`src/rtl/cfg_lock_bank_pkg.sv`:
```
// Package: shared constants for the lockable configuration bank.
// Per-register reset value, writable mask, fixed read value and
// clear-only mask, all indexed by register number.
package cfg_lock_bank_pkg;
    localparam int NREG = 2;
    localparam int DW   = 8;
    typedef logic [DW-1:0] byte_t;

    localparam byte_t RST_VAL   [NREG] = '{8'h28, 8'h9C};
    localparam byte_t RW_MASK   [NREG] = '{8'h88, 8'h8C};
    localparam byte_t RO_VAL    [NREG] = '{8'h20, 8'h10};
    localparam byte_t CLR_ONLY  [NREG] = '{8'h00, 8'h80};

    localparam int FDC_BIT  = 3;
    localparam int PPW_BIT  = 2;
    localparam int PRN_BIT  = 3;
    localparam int LOCK_BIT = 7;
endpackage

```
`src/rtl/cfg_index_reg.sv`:
```
// Module: index register.
// Captures wdata into the index on idx_wr while cfg_mode is high.
// Assumes the lock does not apply to the index itself.
module cfg_index_reg #(
    parameter int IDX_W = 8
) (
    input  logic             clk,
    input  logic             rst_n,
    input  logic             cfg_mode,
    input  logic             idx_wr,
    input  logic [IDX_W-1:0] wdata,
    output logic [IDX_W-1:0] idx_q
);
    // Load the index when the host strobes it in configuration state.
    always_ff @(posedge clk) begin
        if (!rst_n)                   idx_q <= '0;
        else if (cfg_mode && idx_wr)  idx_q <= wdata;
    end
endmodule

```
`src/rtl/cfg_access_gate.sv`:
```
// Module: access gate.
// Decodes the index into per-register selects and refuses any access
// that happens outside configuration state, or that targets the
// lockable range while the lock bit is clear.
// Assumes register numbers start at zero.
module cfg_access_gate #(
    parameter int IDX_W    = 8,
    parameter int NREG     = 2,
    parameter int LAST_IDX = 8'h2F
) (
    input  logic [IDX_W-1:0] idx,
    input  logic             cfg_mode,
    input  logic             lock_en,
    input  logic             data_wr,
    input  logic             data_rd,
    output logic [NREG-1:0]  wr_sel,
    output logic [NREG-1:0]  rd_sel,
    output logic             rd_ok
);
    localparam logic [IDX_W-1:0] LAST = IDX_W'(LAST_IDX);

    logic in_range;
    logic allow;

    // Decide whether the current index may be touched at all.
    always_comb begin
        in_range = (idx <= LAST);
        allow    = cfg_mode && (lock_en || !in_range);
        rd_ok    = allow && data_rd;
    end

    for (genvar i = 0; i < NREG; i++) begin : g_sel
        // Select register i for a permitted access.
        always_comb begin
            wr_sel[i] = allow && data_wr && (idx == IDX_W'(i));
            rd_sel[i] = rd_ok && (idx == IDX_W'(i));
        end
    end
endmodule

```
`src/rtl/cfg_reg_store.sv`:
```
// Module: register storage.
// Holds one byte image per implemented register. A write merges the
// writable bits with the fixed pattern, and clear-only bits can only
// fall. Assumes register 1 carries the lock bit.
module cfg_reg_store
    import cfg_lock_bank_pkg::*;
(
    input  logic            clk,
    input  logic            rst_n,
    input  logic [NREG-1:0] wr_sel,
    input  byte_t           wdata,
    output byte_t           img [NREG],
    output logic            lock_en
);
    for (genvar i = 0; i < NREG; i++) begin : g_reg
        byte_t nxt;
        // Merge the write with the fixed bits and hold the clear-only bits down.
        always_comb begin
            nxt = ((wdata & RW_MASK[i]) | RO_VAL[i]) & ~(CLR_ONLY[i] & ~img[i]);
        end
        // Update the register image on a selected write.
        always_ff @(posedge clk) begin
            if (!rst_n)         img[i] <= RST_VAL[i];
            else if (wr_sel[i]) img[i] <= nxt;
        end
    end

    assign lock_en = img[1][LOCK_BIT];

    // once clear, the lock bit stays clear until reset
    a_r8_lock_sticky: assert property (@(posedge clk) disable iff (!rst_n)
        !lock_en |=> !lock_en);
endmodule

```
`src/rtl/cfg_lock_bank.sv`:
```
// Module: lockable configuration register bank (top).
// Puts together the index, the access gate and the storage, registers
// the read data and drives the power and mode outputs.
// Assumes single-cycle strobes. If idx_wr and a data strobe coincide,
// the data access uses the old index.
module cfg_lock_bank
    import cfg_lock_bank_pkg::*;
#(
    parameter int IDX_W    = 8,
    parameter int LAST_IDX = 8'h2F
) (
    input  logic         clk,
    input  logic         rst_n,
    input  logic         cfg_mode,
    input  logic         idx_wr,
    input  logic         data_wr,
    input  logic         data_rd,
    input  logic [7:0]   wdata,
    output logic [7:0]   rdata,
    output logic         fdc_pwr_en,
    output logic         pp_pwr_en,
    output logic         pp_printer_mode
);
    logic [IDX_W-1:0] idx_q;
    logic [NREG-1:0]  wr_sel, rd_sel;
    logic             rd_ok, lock_en;
    byte_t            img [NREG];
    byte_t            rd_mux;

    cfg_index_reg #(.IDX_W(IDX_W)) idx_i (
        .clk(clk), .rst_n(rst_n), .cfg_mode(cfg_mode), .idx_wr(idx_wr),
        .wdata(IDX_W'(wdata)), .idx_q(idx_q));

    cfg_access_gate #(.IDX_W(IDX_W), .NREG(NREG), .LAST_IDX(LAST_IDX)) gate_i (
        .idx(idx_q), .cfg_mode(cfg_mode), .lock_en(lock_en),
        .data_wr(data_wr), .data_rd(data_rd),
        .wr_sel(wr_sel), .rd_sel(rd_sel), .rd_ok(rd_ok));

    cfg_reg_store store_i (
        .clk(clk), .rst_n(rst_n), .wr_sel(wr_sel), .wdata(wdata),
        .img(img), .lock_en(lock_en));

    // Pick the selected register image, or zero when nothing is selected.
    always_comb begin
        rd_mux = '0;
        for (int i = 0; i < NREG; i++)
            if (rd_sel[i]) rd_mux = rd_mux | img[i];
    end

    // Capture the read value when a read strobe is sampled.
    always_ff @(posedge clk) begin
        if (!rst_n)       rdata <= '0;
        else if (data_rd) rdata <= rd_ok ? rd_mux : '0;
    end

    assign fdc_pwr_en      = img[0][FDC_BIT];
    assign pp_pwr_en       = img[1][PPW_BIT];
    assign pp_printer_mode = img[1][PRN_BIT];

    // a refused read returns zero
    a_r9_blocked_read: assert property (@(posedge clk) disable iff (!rst_n)
        (data_rd && !(cfg_mode && lock_en) && idx_q <= IDX_W'(LAST_IDX)) |=> rdata == 8'h00);
    // fixed bits of register 0x00 on a granted read
    a_r4_reg0_fixed: assert property (@(posedge clk) disable iff (!rst_n)
        (data_rd && cfg_mode && lock_en && idx_q == '0) |=> (rdata & 8'h77) == 8'h20);
    // fixed bits of register 0x01 on a granted read
    a_r6_reg1_fixed: assert property (@(posedge clk) disable iff (!rst_n)
        (data_rd && cfg_mode && lock_en && idx_q == IDX_W'(1)) |=> (rdata & 8'h73) == 8'h10);
    // outputs cannot move outside configuration state
    a_r2_quiet_outside: assert property (@(posedge clk) disable iff (!rst_n)
        !cfg_mode |=> $stable({fdc_pwr_en, pp_pwr_en, pp_printer_mode}));
    // a granted write to register 0x00 reaches fdc_pwr_en
    a_r5_fdc_follows: assert property (@(posedge clk) disable iff (!rst_n)
        (data_wr && cfg_mode && lock_en && idx_q == '0) |=> fdc_pwr_en == $past(wdata[3]));
    // read data holds between read strobes
    a_r12_rdata_hold: assert property (@(posedge clk) disable iff (!rst_n)
        !data_rd |=> $stable(rdata));
endmodule

```
`config.mk`:
```
export PLATFORM = sky130hd
export DESIGN_NAME = cfg_lock_bank
export DESIGN_NICKNAME = d
export VERILOG_FILES = /design/src/rtl/cfg_lock_bank_pkg.sv /design/src/rtl/cfg_index_reg.sv /design/src/rtl/cfg_access_gate.sv /design/src/rtl/cfg_reg_store.sv /design/src/rtl/cfg_lock_bank.sv
export SDC_FILE = /design/constraint.sdc
export NUM_CORES = 1
export LEC_CHECK = 0
export CORE_UTILIZATION = 51
export CTS_BUF_LIST = sky130_fd_sc_hd__clkbuf_8
export DETAILED_ROUTE_END_ITERATION = 8
export PLACE_DENSITY = 0.83
export SLEW_MARGIN = 20
export SYNTH_ARGS = -nofsm -noshare
export SYNTH_HDL_FRONTEND = slang
export SYNTH_HIERARCHICAL = 1
export SYNTH_SLANG_ARGS = --single-unit
```
`constraint.sdc`:
```
create_clock -name clk -period 2.44 [get_ports clk]
set_clock_uncertainty 0.2 [all_clocks]
set_input_delay 0.732 -clock clk [delete_from_list [all_inputs] [get_ports clk]]
set_output_delay 0.732 -clock clk [all_outputs]
set_load 0.005 [all_outputs]
```
==> flow_summary.json <==
{
  "maxCapViolations": 0,
  "synth_top_area_share_pct": 39.0,
  "crit_path_end": "store_i/img[11]$_SDFFE_PN1P_",
  "clockBufferDepth": 2,
  "p_int_mw": 0.517,
  "grt_max_degree": 31,
  "hold_viol_final": 0,
  "fp-row-count": 16,
  "drc_errors": 0,
  "syn_inst": 118,
  "root_buffer": "clkbuf_8",
  "ys.flop_type": "dfxtp_1",
  "yosys.area.top_type": "dfxtp_1",
  "setup_viol": 0,
  "wl_um": 2140,
  "final_common_cell": "clkdlybuf4s50_1",
  "drtAntennaViolNets": 0,
  "reg2reg_depth": 5,
  "post_cts_buffers": 0,
  "powerDensity_nw_per_um2": 502,
  "crit_arrival_ns": 2.09,
  "ios": 25,
  "final_cell_count_no_fill": 170,
  "avgSynthCellArea_um2": 9.13,
  "period_needed_ns": 2.14,
  "tightest_slew_ns": 0.506,
  "crit_type": "in2reg",
  "grt_setup_unrepaired": "false",
  "cts_hold_buf": 0,
  "max_freq_ghz": 0.468,
  "io_buffers": 24,
  "cts.sinks": 21,
  "gp_congestion": 0.761,
  "fin_tns_setup_ns": 0,
  "ys_warn_count": 6,
  "drive_gt1_share_pct": 16.8,
  "synth_seq_area_share_pct": 39.0,
  "async_flop_share_pct": 0,
  "post_cts_resize_count": 0,
  "clockPowerShare_pct": 32.5,
  "leakagePower_nw": 0.496,
  "vias": 886,
  "worstPathMaxFanout": 4,
  "clkSlewWorstSetupHoldPaths_ns": 0.07,
  "timing.rr.start": "store_i/img[7]$_SDFFE_PN1P_",
  "outcome": "finished, final reports clean",
  "synth-edff-count": 0,
  "core-area_um2": 1980,
  "r2r_slack_ns": 0.50,
  "rr_endpoint": "store_i/img[11]$_SDFFE_PN1P_",
  "finalNetCount": 158,
  "die_area_um2": 2300,
  "placedCellCount": 166,
  "grt_pass1_vias": 799,
  "drt_first_pass_iters": 4,
  "drt_iter0_drc": 8,
  "finalCritPeriodShare_pct": 87.6,
  "hpwl_um": 1550,
  "power.switching_mw": 0.163,
  "die_x_um": 48.0,
  "cts_tree": "yes",
  "start_kind": "input port",
  "relSlewSlack_pct": 65.4,
  "cp_data_required_time_ns": 2.39,
  "post_drt_wl_per_cell_um": 12.6,
  "hp-class": "reg2reg",
  "vias_per_cell": 5.21,
  "layout_common_cells": "clkdlybuf4s50_1 (24), dfxtp_1 (21), nand2_1 (14)",
  "switching_share_pct": 23.9,
  "worst_slack_ns": 0.302,
  "area_growth_pct": 25.8,
  "dp_slack_ns": 0.0476,
  "cp-end-kind": "flip-flop",
  "slew_viol_final": 0,
  "pwr-share-seq_pct": 52.7,
  "grt.overflow.total": 0,
  "synth.area.top_cells": "dfxtp_1 (39%), buf_4 (9.8%), o21ai_2 (7.3%)",
  "grt_antenna_before_repair": 0,
  "grt_pass1_wl_um": 3460,
  "numCtsBuffers": 3,
  "final_cell_area_um2": 1360,
  "htreeDepth": 1,
  "max-vdd-ir-drop_mv": 0.380,
  "total_power_mw": 0.680,
  "syn-cell-area_um2": 1080,
  "critPathLaunch": "cfg_mode",
  "track_usage_pct": 22.4,
  "placed_area_um2": 1310,
  "diodes": 0,
  "dieHeight_um": 48.0,
  "ys_ff_latch": 21,
  "clock_latency_ns": 0.26,
  "start_util_pct": 54.4,
  "power_frac_comb_pct": 14.8,
  "ys_types": 24
}
-- sequential cells by signal, summed over array words and instances, names as in the netlist --
| name | count |
|---|---|
| idx_i/idx_q | 8 |
| rdata | 8 |
| store_i/img | 5 |
-- cells by family after synthesis --
group,after synthesis,synth area share [%]
buffers and inverters,21,14.1
AOI/OAI and AO/OA,26,17.4
DFF,21,39.0
muxes,4,3.72
other,2,0.697
and+or+nand+nor,44,25.1
-- how the worst min path moves through the flow --
stage                                start                          end  slack [ns]  cells past startpoint
2_1_floorplan  idx_i/idx_q[3]$_SDFFE_PN0P_  idx_i/idx_q[3]$_SDFFE_PN0P_        0.24                      2
5_1_grt              rdata[4]$_SDFFE_PN0P_        rdata[4]$_SDFFE_PN0P_        0.30                      2
4_1_cts        idx_i/idx_q[3]$_SDFFE_PN0P_  idx_i/idx_q[3]$_SDFFE_PN0P_        0.27                      2
3_3_place_gp   idx_i/idx_q[3]$_SDFFE_PN0P_  idx_i/idx_q[3]$_SDFFE_PN0P_        0.25                      2
3_5_place_dp   idx_i/idx_q[3]$_SDFFE_PN0P_  idx_i/idx_q[3]$_SDFFE_PN0P_        0.26                      2
6_report       idx_i/idx_q[3]$_SDFFE_PN0P_  idx_i/idx_q[3]$_SDFFE_PN0P_        0.27                      2
-- power by group through the flow --
stage / logic, mW / registers (mW) / clock network [mW]
detailed placement: 0.100 / 0.366 / 0
floorplan: 0.0702 / 0.364 / 0
global route: 0.111 / 0.359 / 0.244
CTS: 0.100 / 0.358 / 0.230
global placement: 0.0974 / 0.366 / 0
finish: 0.101 / 0.358 / 0.221
-- Yosys cell counts (2+ instances only) --
master / n
nand2_1: 14
nand2b_1: 3
buf_2: 2
o21ai_1: 8
nand3b_1: 8
mux2i_1: 4
buf_6: 2
nor4_1: 4
buf_4: 14
a22oi_1: 8
conb_1: 2
nand4_1: 8
o21ai_2: 9
dfxtp_1: 21
clkbuf_2: 2
-- critical path, cell delays in order --
cell	delay [ns]
clkdlybuf4s50_1	0.48
nand2b_1	0.10
nor4_1	0.33
buf_4	0.18
mux2i_1	0.18
nand2_1	0.07
-- area by class of cell --
| cell class | instances | area, um2 |
|---|---|---|
| fill | 153 | 627 |
| multi-input combinational | 85 | 539 |
| sequential | 21 | 420 |
| timing repair buffer | 32 | 313 |
| clock buffer | 3 | 41.3 |
| tap | 27 | 33.8 |
| clock inverter | 1 | 3.75 |
| inverter | 1 | 3.75 |
-- per-layer routing --
layer	vias to the layer above	GRT usage, %	part of all wire, %
met4	0	13.9	2.5
li1	449	-	-
met5	-	0	0
met1	409	26.7	42
met3	5	3.40	3.1
met2	23	37.6	53
-- stage by stage --
| stage | hold WS, ns | util (%) |
|---|---|---|
| after floorplan | 0.240 | - |
| after global placement | 0.247 | 66.1 |
| after detailed placement | 0.261 | 66.1 |
| after CTS | 0.271 | 68.4 |
| after global routing | 0.295 | 68.4 |
| final | 0.267 | 68.4 |
Power figures use the tool's default switching activity.
